### src/rtl/xchg_pkg.sv
package xchg_pkg;

    localparam int CODE_W      = 4;
    localparam int DATA_W      = 16;
    localparam int NARROW_W    = 8;
    localparam int FETCH_CYC   = 2;
    localparam int PHASE_CYC   = 2;
    localparam int XFER_PHASES = 2;
    localparam int SWAP_PHASES = 3;
    localparam int MAX_LEN     = FETCH_CYC + PHASE_CYC * SWAP_PHASES;
    localparam int CYC_W       = $clog2(MAX_LEN + 1);

    typedef enum logic {
        OP_XFER = 1'b0,
        OP_SWAP = 1'b1
    } op_e;

    typedef struct packed {
        logic              busy;
        logic [CYC_W-1:0]  cyc;
        op_e               op;
        logic              fast;
        logic [CODE_W-1:0] src;
        logic [CODE_W-1:0] dst;
    } seq_state_t;

    function automatic logic [CYC_W-1:0] op_len(input op_e op, input logic fast);
        int phases;
        phases = (op == OP_SWAP) ? SWAP_PHASES : XFER_PHASES;
        if (fast) phases = phases - 1;
        return CYC_W'(FETCH_CYC + PHASE_CYC * phases);
    endfunction

endpackage

### src/rtl/xchg_regfile.sv
module xchg_regfile
    import xchg_pkg::*;
#(
    parameter int NUM_WIDE   = 6,
    parameter int NUM_NARROW = 4
) (
    input  logic              clk,
    input  logic              rst_n,
    input  logic              w0_en,
    input  logic [CODE_W-1:0] w0_code,
    input  logic [DATA_W-1:0] w0_data,
    input  logic              w1_en,
    input  logic [CODE_W-1:0] w1_code,
    input  logic [DATA_W-1:0] w1_data,
    input  logic [CODE_W-1:0] ra_code,
    output logic [DATA_W-1:0] ra_data,
    input  logic [CODE_W-1:0] rb_code,
    output logic [DATA_W-1:0] rb_data
);

    localparam int IDX_W = CODE_W - 1;
    localparam int PAD_W = DATA_W - NARROW_W;

    logic [NUM_WIDE-1:0][DATA_W-1:0]     wide_bus;
    logic [NUM_NARROW-1:0][NARROW_W-1:0] narrow_bus;

    // 16-bit registers: port 1 has priority over port 0
    for (genvar g = 0; g < NUM_WIDE; g++) begin : g_wide
        localparam logic [CODE_W-1:0] MY_CODE = CODE_W'(g);
        logic [DATA_W-1:0] val_d, val_q;

        always_comb begin
            val_d = val_q;
            if (w0_en && w0_code == MY_CODE) val_d = w0_data;
            if (w1_en && w1_code == MY_CODE) val_d = w1_data;
        end

        always_ff @(posedge clk or negedge rst_n) begin
            if (!rst_n) val_q <= '0;
            else        val_q <= val_d;
        end

        assign wide_bus[g] = val_q;
    end

    // 8-bit registers keep the low byte of a 16-bit write
    for (genvar g = 0; g < NUM_NARROW; g++) begin : g_narrow
        localparam logic [CODE_W-1:0] MY_CODE = CODE_W'(g) | CODE_W'(1 << IDX_W);
        logic [NARROW_W-1:0] val_d, val_q;

        always_comb begin
            val_d = val_q;
            if (w0_en && w0_code == MY_CODE) val_d = w0_data[NARROW_W-1:0];
            if (w1_en && w1_code == MY_CODE) val_d = w1_data[NARROW_W-1:0];
        end

        always_ff @(posedge clk or negedge rst_n) begin
            if (!rst_n) val_q <= '0;
            else        val_q <= val_d;
        end

        assign narrow_bus[g] = val_q;
    end

    function automatic logic [DATA_W-1:0] lookup(
        input logic [CODE_W-1:0]                 code,
        input logic [NUM_WIDE-1:0][DATA_W-1:0]   wb,
        input logic [NUM_NARROW-1:0][NARROW_W-1:0] nb
    );
        logic [DATA_W-1:0] res;
        res = '1;
        if (!code[CODE_W-1]) begin
            for (int i = 0; i < NUM_WIDE; i++)
                if (code[IDX_W-1:0] == IDX_W'(i)) res = wb[i];
        end else begin
            for (int i = 0; i < NUM_NARROW; i++)
                if (code[IDX_W-1:0] == IDX_W'(i)) res = {{PAD_W{1'b1}}, nb[i]};
        end
        return res;
    endfunction

    always_comb begin
        ra_data = lookup(ra_code, wide_bus, narrow_bus);
        rb_data = lookup(rb_code, wide_bus, narrow_bus);
    end

endmodule

### src/rtl/xchg_move_path.sv
module xchg_move_path
    import xchg_pkg::*;
(
    input  logic              clk,
    input  logic              rst_n,
    input  logic              cap_en,
    input  logic              from_temp,
    input  logic [DATA_W-1:0] rd_data,
    output logic [DATA_W-1:0] temp_q,
    output logic [DATA_W-1:0] move_data
);

    logic [DATA_W-1:0] temp_d;

    always_comb begin
        temp_d    = cap_en ? rd_data : temp_q;
        move_data = from_temp ? temp_q : rd_data;
    end

    always_ff @(posedge clk or negedge rst_n) begin
        if (!rst_n) temp_q <= '0;
        else        temp_q <= temp_d;
    end

endmodule

### src/rtl/xchg_phase_ctl.sv
module xchg_phase_ctl
    import xchg_pkg::*;
(
    input  logic              clk,
    input  logic              rst_n,
    input  logic              start,
    input  logic              op_swap,
    input  logic              fast_mode,
    input  logic [CODE_W-1:0] src_code,
    input  logic [CODE_W-1:0] dst_code,
    output logic              busy,
    output logic              done,
    output logic              cap_en,
    output logic              w0_en,
    output logic [CODE_W-1:0] w0_code,
    output logic              w0_from_temp,
    output logic              w1_en,
    output logic [CODE_W-1:0] w1_code,
    output logic [CODE_W-1:0] rd_code
);

    seq_state_t st_d, st_q;

    always_comb begin
        logic [CYC_W-1:0] len;
        int               rel;
        int               ph;
        logic             phase_end;

        st_d         = st_q;
        cap_en       = 1'b0;
        w0_en        = 1'b0;
        w0_code      = st_q.dst;
        w0_from_temp = 1'b0;
        w1_en        = 1'b0;
        w1_code      = st_q.dst;

        len       = op_len(st_q.op, st_q.fast);
        done      = st_q.busy && (st_q.cyc == len);
        busy      = st_q.busy;
        rel       = int'(st_q.cyc) - FETCH_CYC;
        ph        = rel / PHASE_CYC;
        phase_end = st_q.busy && (rel > 0) && ((rel % PHASE_CYC) == 0);

        // the first-register read moves to the second register after phase 1 of an exchange
        rd_code = (st_q.op == OP_SWAP && rel > PHASE_CYC) ? st_q.dst : st_q.src;

        if (phase_end) begin
            case ({st_q.op, st_q.fast})
                {OP_XFER, 1'b0}: begin
                    if (ph == 1) cap_en = 1'b1;
                    if (ph == 2) begin
                        w0_en        = 1'b1;
                        w0_code      = st_q.dst;
                        w0_from_temp = 1'b1;
                    end
                end
                {OP_XFER, 1'b1}: begin
                    if (ph == 1) begin
                        w0_en   = 1'b1;
                        w0_code = st_q.dst;
                    end
                end
                {OP_SWAP, 1'b0}: begin
                    if (ph == 1) cap_en = 1'b1;
                    if (ph == 2) begin
                        w0_en   = 1'b1;
                        w0_code = st_q.src;
                    end
                    if (ph == 3) begin
                        w1_en   = 1'b1;
                        w1_code = st_q.dst;
                    end
                end
                default: begin
                    if (ph == 1) cap_en = 1'b1;
                    if (ph == 2) begin
                        w0_en   = 1'b1;
                        w0_code = st_q.src;
                        w1_en   = 1'b1;
                        w1_code = st_q.dst;
                    end
                end
            endcase
        end

        if (!st_q.busy) begin
            if (start) begin
                st_d.busy = 1'b1;
                st_d.cyc  = CYC_W'(1);
                st_d.op   = op_e'(op_swap);
                st_d.fast = fast_mode;
                st_d.src  = src_code;
                st_d.dst  = dst_code;
            end
        end else if (done) begin
            st_d.busy = 1'b0;
            st_d.cyc  = '0;
        end else begin
            st_d.cyc = st_q.cyc + CYC_W'(1);
        end
    end

    always_ff @(posedge clk or negedge rst_n) begin
        if (!rst_n) st_q <= '0;
        else        st_q <= st_d;
    end

endmodule

### src/rtl/xchg_seq_unit.sv
module xchg_seq_unit
    import xchg_pkg::*;
#(
    parameter int NUM_WIDE   = 6,
    parameter int NUM_NARROW = 4
) (
    input  logic              clk,
    input  logic              rst_n,
    input  logic              start,
    input  logic              op_swap,
    input  logic              fast_mode,
    input  logic [CODE_W-1:0] src_code,
    input  logic [CODE_W-1:0] dst_code,
    input  logic              load_en,
    input  logic [CODE_W-1:0] load_code,
    input  logic [DATA_W-1:0] load_data,
    input  logic [CODE_W-1:0] obs_code,
    output logic [DATA_W-1:0] obs_data,
    output logic              busy,
    output logic              done
);

    logic              cap_en, w0_en, w0_from_temp, w1_en;
    logic [CODE_W-1:0] w0_code, w1_code, rd_code;
    logic [DATA_W-1:0] rd_data, temp_q, move_data;
    logic              pw_en;
    logic [CODE_W-1:0] pw_code;
    logic [DATA_W-1:0] pw_data;
    logic              load_ok;

    xchg_phase_ctl u_ctl (
        .clk          (clk),
        .rst_n        (rst_n),
        .start        (start),
        .op_swap      (op_swap),
        .fast_mode    (fast_mode),
        .src_code     (src_code),
        .dst_code     (dst_code),
        .busy         (busy),
        .done         (done),
        .cap_en       (cap_en),
        .w0_en        (w0_en),
        .w0_code      (w0_code),
        .w0_from_temp (w0_from_temp),
        .w1_en        (w1_en),
        .w1_code      (w1_code),
        .rd_code      (rd_code)
    );

    xchg_move_path u_path (
        .clk       (clk),
        .rst_n     (rst_n),
        .cap_en    (cap_en),
        .from_temp (w0_from_temp),
        .rd_data   (rd_data),
        .temp_q    (temp_q),
        .move_data (move_data)
    );

    // preset writes share port 0 and are accepted only while idle
    always_comb begin
        load_ok = load_en && !busy;
        pw_en   = w0_en || load_ok;
        pw_code = load_ok ? load_code : w0_code;
        pw_data = load_ok ? load_data : move_data;
    end

    xchg_regfile #(
        .NUM_WIDE   (NUM_WIDE),
        .NUM_NARROW (NUM_NARROW)
    ) u_rf (
        .clk     (clk),
        .rst_n   (rst_n),
        .w0_en   (pw_en),
        .w0_code (pw_code),
        .w0_data (pw_data),
        .w1_en   (w1_en),
        .w1_code (w1_code),
        .w1_data (temp_q),
        .ra_code (rd_code),
        .ra_data (rd_data),
        .rb_code (obs_code),
        .rb_data (obs_data)
    );

endmodule

### config.mk
export PLATFORM = sky130hd
export DESIGN_NAME = xchg_seq_unit
export DESIGN_NICKNAME = d
export VERILOG_FILES = /design/src/rtl/xchg_pkg.sv /design/src/rtl/xchg_regfile.sv /design/src/rtl/xchg_move_path.sv /design/src/rtl/xchg_phase_ctl.sv /design/src/rtl/xchg_seq_unit.sv
export SDC_FILE = /design/constraint.sdc
export NUM_CORES = 1
export LEC_CHECK = 0
export BUFFER_PORTS_ARGS = -buffer_cell sky130_fd_sc_hd__buf_2
export CAP_MARGIN = 20
export CORE_MARGIN = 2
export CORE_UTILIZATION = 45
export DETAILED_ROUTE_END_ITERATION = 7
export PLACE_DENSITY = 0.64
export SLEW_MARGIN = 25
export SYNTH_ARGS = -nofsm -noshare
export SYNTH_HDL_FRONTEND = slang
export SYNTH_HIERARCHICAL = 1
export SYNTH_SLANG_ARGS = --single-unit
### constraint.sdc
create_clock -name clk -period 9.9 [get_ports clk]
set_input_delay 2.97 -clock clk [delete_from_list [all_inputs] [get_ports clk]]
set_output_delay 2.97 -clock clk [all_outputs]
set_load 0.05 [all_outputs]
# Word-level counts from Yosys, hierarchy flattened
# Cells that the tools add are included.
# W data, S select, Z words.
totals:
  ff_bits: 159
  out_inout_bits: 18
op_classes:
  addsub: 5
  order_cmp: 2
  n_eq_ne: 34
  muxes: 66
  n_bitwise: 2
  reduce_logical: 46
ops:
  columns: ["cell", "count"]
  rows:
  - ["$mux W16", 28]
  - ["$mux W8", 16]
  - ["$eq A32 B3 Y1 const B", 2]
  - ["$add A32 B1 Y32", 1]
  - ["$eq A32 B2 Y1 const B", 1]
  - ["$eq A4 B4 Y1 const B", 8]
  - ["$gt A32 B1 Y1 const B", 1]
  - ["$gt A32 B3 Y1 const B", 1]
  - ["$logic_not A32 Y1", 1]
  - ["$logic_and A1 B1 Y1", 25]
  - ["$mux W4", 6]
  - ["$reduce_bool A2 Y1", 11]
  - ["$eq A4 B2 Y1 const B", 4]
  - ["$eq A4 B3 Y1 const B", 4]
  - ["$mux W15", 1]
  - ["$eq A3 B2 Y1 const B", 4]
  - ["$eq A3 B3 Y1 const B", 4]
  - ["$mux W1", 12]
  - ["$eq A4 B1 Y1 const B", 2]
  - ["$logic_not A4 Y1", 2]
  - ["$eq A3 B1 Y1 const B", 2]
  - ["$logic_not A3 Y1", 2]
  - ["$mux W5", 1]
  - ["$sub A4 B2 Y5 const B", 1]
  - ["other kinds (15)", 15]

# Logic depth before layout (Yosys ltp)
# Gate-level depths: netlist (run 1).
depth:
  ltp_word: 16
  ltp_mapped: 17

# Hierarchy
# The synthesis (run 1) kept the hierarchy.
by_module_without_submodules:
  columns: ["module", "instances", "cells_per_inst", "area_per_inst_um2", "seq_area_each_um2"]
  rows:
  - ["xchg_regfile", 1, 867, 8378.0, 3203.1]
  - ["xchg_phase_ctl", 1, 112, 1184.9, 375.4]
  - ["xchg_move_path", 1, 52, 898.4, 400.4]
  - ["xchg_seq_unit", 1, 24, 339.1, 0.0]

# Worst setup path after synthesis (run 1)
# Ideal clock, no wire load.
synth_timing:
  path_kind: "input -> output"
  start: "in obs_code[1]"
  end: "out obs_data[4]"
  arrival_time_ns: 4.674
  t_required_ns: 6.930
  slack_ns: 2.256
  path_stages: 6
  n_path_buf: 3
  cell_sequence: "buf_2 > buf_2 > buf_4 > mux4_2 > nand2_1 > a32oi_1"
synth_via:
  elab_chain_len: 8
synth_rtl:
  columns: ["item", "line_no", "rtl"]
  rows:
  - ["from (decl)", "xchg_seq_unit.sv:17", "input logic [CODE_W-1:0] obs_code,"]
  - ["$logic_not A3 Y1", "xchg_regfile.sv:74, xchg_regfile.sv:77", null]
  - ["$mux W16 (6 in series)", "xchg_regfile.sv:74", "if (code[IDX_W-1:0] == IDX_W'(i)) res = wb[i];"]
  - ["$mux W16 (*)", "xchg_regfile.sv:72", "if (!code[CODE_W-1]) begin"]
  - ["to (decl)", "xchg_seq_unit.sv:18", "output logic [DATA_W-1:0] obs_data,"]
# Mark *: on every way between the ends. The rest lies on a longest branch, timed or not.

# Worst setup path after layout (run 1)
layout_timing:
  start: "in obs_code[1]"
  end: "out obs_data[2]"
# The elaborated chain is that of the path after synthesis.

==> results of run 1 <==
-- metrics by stage --
step	util, %	setup WS (ns)	total power [W]
2_1_floorplan	-	2.256	0.002431
3_3_place_gp	47.27	1.926	0.002786
3_5_place_dp	47.33	1.902	0.002823
4_1_cts	50.04	1.903	0.003559
5_1_grt	50.05	1.814	0.003780
6_report	50.05	1.895	0.003575
-- critical path, delay by kind of cell --
kind,cells,cell delay [ns]
and+or+nand+nor,2,0.53
buffers and inverters,2,0.86
AOI/OAI and AO/OA,2,0.64
-- cell usage after synthesis, types with 5 or more instances --
library cell,n,area (µm²)
sky130_fd_sc_hd__nor2_1,86,322.8
sky130_fd_sc_hd__a31oi_1,9,56.30
sky130_fd_sc_hd__buf_4,16,120.1
sky130_fd_sc_hd__inv_1,13,48.80
sky130_fd_sc_hd__a2111oi_0,6,52.55
sky130_fd_sc_hd__mux2i_1,141,1411
sky130_fd_sc_hd__mux4_1,6,157.7
sky130_fd_sc_hd__and2_1,7,43.79
sky130_fd_sc_hd__mux2_4,39,585.6
sky130_fd_sc_hd__ha_1,16,200.2
sky130_fd_sc_hd__a21oi_1,64,320.3
sky130_fd_sc_hd__o32a_1,6,60.06
sky130_fd_sc_hd__dfrtp_1,159,3979
sky130_fd_sc_hd__nand3b_1,11,82.58
sky130_fd_sc_hd__mux2_2,48,540.5
sky130_fd_sc_hd__o21ai_0,83,415.4
sky130_fd_sc_hd__o21ai_1,14,70.07
sky130_fd_sc_hd__o22ai_1,26,162.7
sky130_fd_sc_hd__a21o_1,8,60.06
sky130_fd_sc_hd__nor2b_1,5,31.28
sky130_fd_sc_hd__nand2_1,106,397.9
sky130_fd_sc_hd__mux4_2,25,563.0
sky130_fd_sc_hd__buf_6,7,78.83
sky130_fd_sc_hd__a2111o_1,6,67.56
sky130_fd_sc_hd__clkbuf_1,44,165.2
sky130_fd_sc_hd__buf_2,22,110.1
sky130_fd_sc_hd__nand2b_1,17,106.4
-- flip-flops by register name (all words and copies together), names as in the netlist --
name and count:
u_rf/g_wide.val_q 96, u_rf/g_narrow.val_q 32, u_path/temp_q 16, u_ctl/st_q 14, u_ctl/busy 1
-- worst min path at each step --
stage / slack [ns] / startpoint / cells past startpoint / endpoint
after floorplan: 0.49 / u_ctl/st_q[5] / 1 / u_ctl/st_q[5]
after global placement: 0.52 / u_ctl/st_q[7] / 1 / u_ctl/st_q[7]
after detailed placement: 0.52 / u_ctl/st_q[7] / 1 / u_ctl/st_q[7]
after CTS: 0.54 / u_ctl/st_q[7] / 1 / u_ctl/st_q[7]
after global routing: 0.57 / u_ctl/st_q[5] / 1 / u_ctl/st_q[5]
final: 0.54 / u_ctl/st_q[7] / 1 / u_ctl/st_q[7]
-- logic make-up (layout without fill, tap and decap cells) --
kind of cell	after synthesis	in the layout	share of synthesized area, %
buf+inv	107	120	5.468
compound gates	243	243	13.32
xor+xnor	3	3	0.3129
fa+ha+maj	16	16	1.854
simple gates	264	264	11.62
mux	263	263	30.58
flops	159	159	36.84
-- cell type report --
cell class,count,share of cell area [%]
repair buffers,75,3.695
well taps,319,3.387
inverters,13,0.4141
clock inverters,11,1.593
multi-input cells,789,53.32
flip-flops and latches,159,33.77
clock buffers,21,3.822
-- layer usage --
layer / share of wire [%] / GRT usage [%] / vias up
li1: - / - / 3835
met1: 44 / 36.28 / 4217
met2: 45 / 39.38 / 356
met3: 8.3 / 6.008 / 64
met4: 2.4 / 7.190 / 2
met5: 0.041 / 0 / -
-- report_power, final --
part / leakage [nW] / total, W / internal [W] / switching (W)
sequential: 1.56 / 0.00115 / 0.000875 / 0.000271
clock: 0.303 / 0.000728 / 0.000453 / 0.000276
combinational: 2.77 / 0.00170 / 0.000757 / 0.000943
==> results.txt, run 1 <==
----------------------------------------------------
[Outcome]
  Result of the run ... complete, no violations

[Setup path]
  Crit path required time ... 6.93 ns
  Crit-path slowest cell ... sky130_fd_sc_hd__buf_2
  Critical path type ... input port to output pin
  Critical path endpoint category ... output pin
  Critical path capture point ... obs_data[2]
  CP startpoint kind ... input port
  Arrival @ worst endpoint ... 5.03 ns
  Setup slack, reg-to-reg ... 4.97 ns
  Worst r2r path cells ... 14
  Highest fanout seen on the critical path ... 27
  R2r endpoint ... u_rf/g_narrow[2].val_q[6]
  Ordered list of cells on the worst path ... buf_2 > nand2_1 > o22ai_1 > nor2_1 > o32a_1 > buf_2
  Critical register-to-register path startpoint ... u_ctl/st_q[11]
  Critical Path Max Stage Delay ... 0.63 ns
  Cell seen most often among critical-path stages ... sky130_fd_sc_hd__buf_2
  Worst setup path startpoint ... obs_code[1]

[Route]
  Routed WL per cell ... 23.10 µm
  First-pass detailed-route iteration total ... 5
  Number of vias per cell ... between 6 and 7
  Antenna-violating nets left ... 0
  Total via count in the routed design ... 8474
  Drt initial violations ... 755
  Total DRC errors in the routed layout ... 0
  Total length of routed wires ... 32.04 mm

[Global route]
  Total track usage ... 25.60%
  Vias in the first global route ... slightly above 8k
  Maximum number of pins on one net before global-route repair ... just under 90
  First-pass GRT wire length ... 49.87 mm
  Initial antenna violation count ... 1
  Global route total overflow ... 0

[Floorplan]
  Top Ports ... 56
  Initial core utilization ... between 40% and 50%
  Number of standard-cell rows in the floorplan ... 56
  Floorplan die area ... 0.02526 mm²
  Area of the core ... around 0.024 mm²
  Y dimension of the die ... 158.9 µm
  Die width ... 158.9 µm

[Place]
  Buffers added on ports ... 55
  Cells after DPL ... 1355
  Global placement routability congestion ... about 0.83
  HPWL reported at the end of detailed placement ... 18.53 mm
  Placed inst area ... 0.01114 mm²

[Finish]
  Area taken by multi-input logic gates ... 0.006284 mm²
  Area used by sequential logic in the layout ... 0.003979 mm²
  Final Cell Area ... around 0.012 mm²
  Most frequent cells in the layout ... 159 x sky130_fd_sc_hd__dfrtp_1, 141 x sky130_fd_sc_hd__mux2i_1, 106 x sky130_fd_sc_hd__nand2_1, 84 x sky130_fd_sc_hd__nor2_1, 83 x sky130_fd_sc_hd__o21ai_0
  Synth-to-layout area growth ... 9.106%
  Leading cell type in the layout, fill and taps excluded ... sky130_fd_sc_hd__dfrtp_1
  Number of fill cells in the layout ... 2216
  Share of post-route cells with drive strength above 1 ... 22.47%
  Final cell count without fillers ... roughly 1.4k
  Antenna fix cells ... 0
  Number of nets in the finished design ... ~1.1k

[Clocking]
  CTS tree ... built
  Number of sinks handled by clock tree synthesis ... approximately 160
  TritonCTS buffer count ... 17
  Number of cells upsized or downsized after cts ... 0
  Library cell used as clock root buffer ... sky130_fd_sc_hd__clkbuf_16
  Source-to-sink clock delay at the later pin of the worst-skew pair ... 0.44 ns
  Worst-case clock buffer depth ... 2
  CTS clk-pin slew, worst paths ... 0.06 ns
  Number of H-tree branching levels ... 4
  Post-CTS Hold Buffers ... 0
  Postcts setup bufs ... 0

[Worst hold path]
  Class of the tightest hold or removal check ... flop to flop

[Logic synthesis]
  Total of flip-flops plus latches after synthesis ... 159
  Distinct cell type count of the synthesized netlist ... 68
  Number of synthesis warnings ... 6
  Synthesized area per cell ... 10.24 µm²
  Synth Instances ... roughly 1.1k
  Post-synthesis instance area ... 0.01080 mm²
  Number of enable-type register cells in the synthesized netlist ... 0
  Net count after synthesis ... 1109
  Post-synth top flop ... sky130_fd_sc_hd__dfrtp_1
  Share of flip-flops with an asynchronous set or reset ... 100.0%
  Sequential share of the synthesized area ... between 30% and 40%

[Timing]
  Post-Route Setup TNS ... 0 ns
  Clock period minus final worst setup slack ... 8.005 ns
  Total of endpoints with negative setup slack in the final report ... 0
  Final hold vios ... 0
  Actual transition at the worst max-transition pin ... 0.9289 ns
  Max Freq ... 124.9 MHz
  Setup repair after global routing missed its margin ... no
  Final max-slew violation count ... 0
  Slew HR ... 37.95%
  Worst hold margin ... 0.5370 ns
  Fraction of the cycle the final worst path needs ... around four fifths
  Worst clock skew on the final layout ... 0.006559 ns

[Flow run]
  Reported max-cap violation count ... 0

[Pwr]
  Static power due to leakage ... 4.634 nW
  VDD IR max ... 0.0003111 V
  Pwr Density ... slightly above 300 mW/mm²

----------------------------------------------------
Power figures use the tool's default switching activity.
==> run 2: changes to the inputs <==
Settings changed: PLACE_DENSITY 0.64 to 0.66.
Clock period 9.9 ns to 7.13 ns, I/O delays scaled along.
==> results.txt, run 2 (same netlist as run 1, synthesis figures left out) <==
----------------------------------------------------
[Clocking]
  Number of sinks handled by clock tree synthesis ... 159 (unchanged)
  CTS clk-pin slew, worst paths ... 0.06 ns (about the same)
  Worst-case clock buffer depth ... 2 (unchanged)
  Post-CTS Hold Buffers ... 0 (unchanged)
  Source-to-sink clock delay at the later pin of the worst-skew pair ... 0.44 ns (about the same)
  Postcts setup bufs ... 0 (unchanged)
  Library cell used as clock root buffer ... sky130_fd_sc_hd__clkbuf_16
  Number of H-tree branching levels ... 4 (unchanged)
  CTS tree ... built
  Number of cells upsized or downsized after cts ... 0 (unchanged)
  TritonCTS buffer count ... 17 (unchanged)

[Timing]
  Clock period minus final worst setup slack ... 6.309 ns
  Fraction of the cycle the final worst path needs ... 88.49%
  Final max-slew violation count ... 0 (unchanged)
  Final worst setup slack ... 0.8207 ns (-1.075 ns)
  Max Freq ... between 150 and 200 MHz
  Post-Route Setup TNS ... 0 ns (unchanged)
  Worst clock skew on the final layout ... 0.01213 ns (+0.005567 ns)
  Actual transition at the worst max-transition pin ... 1.051 ns (+0.1223 ns)
  Total of endpoints with negative setup slack in the final report ... 0 (unchanged)
  Slew HR ... 29.92% (-8.0 points)
  Final hold vios ... 0 (unchanged)
  Setup repair after global routing missed its margin ... no

[Route]
  Total length of routed wires ... 31.39 mm (-2.0%)
  Drt initial violations ... 902 (+19%)
  Antenna-violating nets left ... 0 (unchanged)
  Total DRC errors in the routed layout ... 0 (unchanged)
  First-pass detailed-route iteration total ... 5 (unchanged)
  Number of vias per cell ... 6.137 (+0.45%)
  Total via count in the routed design ... 8518 (+0.52%)
  Routed WL per cell ... 22.62 µm (-2.1%)

[Flow run]
  Reported max-cap violation count ... 0 (unchanged)

[Global route]
  Global route total overflow ... 0 (unchanged)
  Total track usage ... 25.00% (-0.60 points)
  First-pass GRT wire length ... 48.81 mm (-2.1%)
  Maximum number of pins on one net before global-route repair ... 104 (+17%)
  Initial antenna violation count ... 0 (-1)
  Vias in the first global route ... 8210 (-0.15%)

[Worst hold path]
  Class of the tightest hold or removal check ... flop to flop

[Pwr]
  Cell-internal power ... 0.002867 W (+37%)
  Switching portion of total power ... 41.92% (+0.25 points)
  Proportion of power drawn by combinational gates ... 48.1% (+0.5 points)
  Static power due to leakage ... 4.639 nW (+0.11%)
  NetSw ... 0.002069 W (+39%)
  Flop pwr share ... 32.0% (about the same)
  Share of power burned in the clock network ... 19.9% (-0.5 points)
  Post-route total power ... 0.004936 W (+38%)
  Pwr Density ... 419.4 mW/mm² (+38%)
  VDD IR max ... 0.0002814 V (-9.5%)

[Place]
  Buffers added on ports ... 55 (unchanged)
  Placed inst area ... 0.01114 mm² (about the same)
  Global placement routability congestion ... 0.8203 (-1.3%)
  Pre-CTS WS ... 0.9157 ns (-0.9860 ns)
  HPWL reported at the end of detailed placement ... 18.51 mm (about the same)
  Cells after DPL ... 1357 (+0.15%)

[Finish]
  Synth-to-layout area growth ... 8.967%
  Flip-flop count of the largest register after layout ... 96 (unchanged)
  Share of post-route cells with drive strength above 1 ... 22.83% (+0.35 points)
  Number of fill cells in the layout ... 2161 (-2.5%)
  Biggest regs ... u_rf/g_wide.val_q: 96 flops, u_rf/g_narrow.val_q: 32 flops, u_path/temp_q: 16 flops
  Leading cell type in the layout, fill and taps excluded ... sky130_fd_sc_hd__dfrtp_1
  Area taken by multi-input logic gates ... 0.006272 mm² (-0.18%)
  Final Cell Area ... 0.01177 mm² (-0.13%)
  Area used by sequential logic in the layout ... 0.003979 mm² (unchanged)
  Largest register by flop count ... u_rf/g_wide.val_q
  Antenna fix cells ... 0 (unchanged)
  Number of nets in the finished design ... 1111 (+0.18%)
  Final cell count without fillers ... 1388 (+0.072%)
  Most frequent cells in the layout ... 159 x sky130_fd_sc_hd__dfrtp_1, 141 x sky130_fd_sc_hd__mux2i_1, 106 x sky130_fd_sc_hd__nand2_1, 84 x sky130_fd_sc_hd__nor2_1, 83 x sky130_fd_sc_hd__o21ai_0

[Floorplan]
  Die width ... 158.9 µm (unchanged)
  Top Ports ... 56 (unchanged)
  Area of the core ... 0.02354 mm² (unchanged)
  Initial core utilization ... 45.88% (unchanged)
  Floorplan die area ... 0.02526 mm² (unchanged)
  Y dimension of the die ... 158.9 µm (unchanged)
  Number of standard-cell rows in the floorplan ... 56 (unchanged)

[Setup path]
  Crit path required time ... 4.99 ns (-1.94 ns)
  Arrival @ worst endpoint ... 4.17 ns (-0.86 ns)
  Critical path endpoint category ... output pin
  Critical path type ... input port to output pin
  CP startpoint kind ... input port
  Highest fanout seen on the critical path ... 27 (unchanged)

[Outcome]
  Result of the run ... complete, no violations

----------------------------------------------------
## run 2: layout make-up
class	count	share of cell area, %
Clock buffer	20	3.880
Clock inverter	11	1.393
Inverter	13	0.4146
Multi-Input combinational cell	789	53.30
Sequential cell	159	33.81
Tap cell	319	3.391
Timing Repair Buffer	77	3.817
## run 2: final timing paths
check	start	endpoint	slack, ns	depth (start not counted)
max	obs_code[1]	obs_data[2]	0.82	6
min	u_ctl/st_q[5]	u_ctl/st_q[5]	0.54	1
max reg2reg	u_ctl/st_q[11]	u_rf/g_narrow[0].val_q[7]	2.12	13
min reg2reg	u_ctl/st_q[5]	u_ctl/st_q[5]	0.54	1
max in group asynchronous	rst_n	u_rf/g_wide[2].val_q[1]	4.02	2
min in group asynchronous	rst_n	u_rf/g_wide[1].val_q[10]	1.82	1
## run 2: layer usage
metal / up-vias / share of wire, % / GRT usage [%]
met5: - / 0 / 0
li1: 3834 / - / -
met4: 0 / 2.9 / 8.719
met3: 69 / 8.2 / 5.825
met1: 4230 / 43 / 35.13
met2: 385 / 46 / 38.07
## run 2: power by group through the flow
stage | registers (W) | clock network (W) | logic, W
2_1_floorplan | 0.00143 | 0 | 0.00194
3_3_place_gp | 0.00158 | 0 | 0.00228
3_5_place_dp | 0.00158 | 0 | 0.00233
4_1_cts | 0.00157 | 0.000994 | 0.00235
5_1_grt | 0.00163 | 0.00104 | 0.00254
6_report | 0.00158 | 0.000982 | 0.00237
## run 2: critical path, cell delays in order
cell,delay (ns)
sky130_fd_sc_hd__buf_2,0.60
sky130_fd_sc_hd__nand2_1,0.48
sky130_fd_sc_hd__o22ai_1,0.29
sky130_fd_sc_hd__nor2_1,0.06
sky130_fd_sc_hd__o32a_1,0.35
sky130_fd_sc_hd__buf_2,0.23
## run 2: through the flow
stage | hold slack (ns) | util (%)
after floorplan | 0.4936 | -
after global placement | 0.5107 | 47.32
after detailed placement | 0.5283 | 47.32
after CTS | 0.5437 | 49.95
after global routing | 0.5753 | 49.99
final | 0.5401 | 49.99
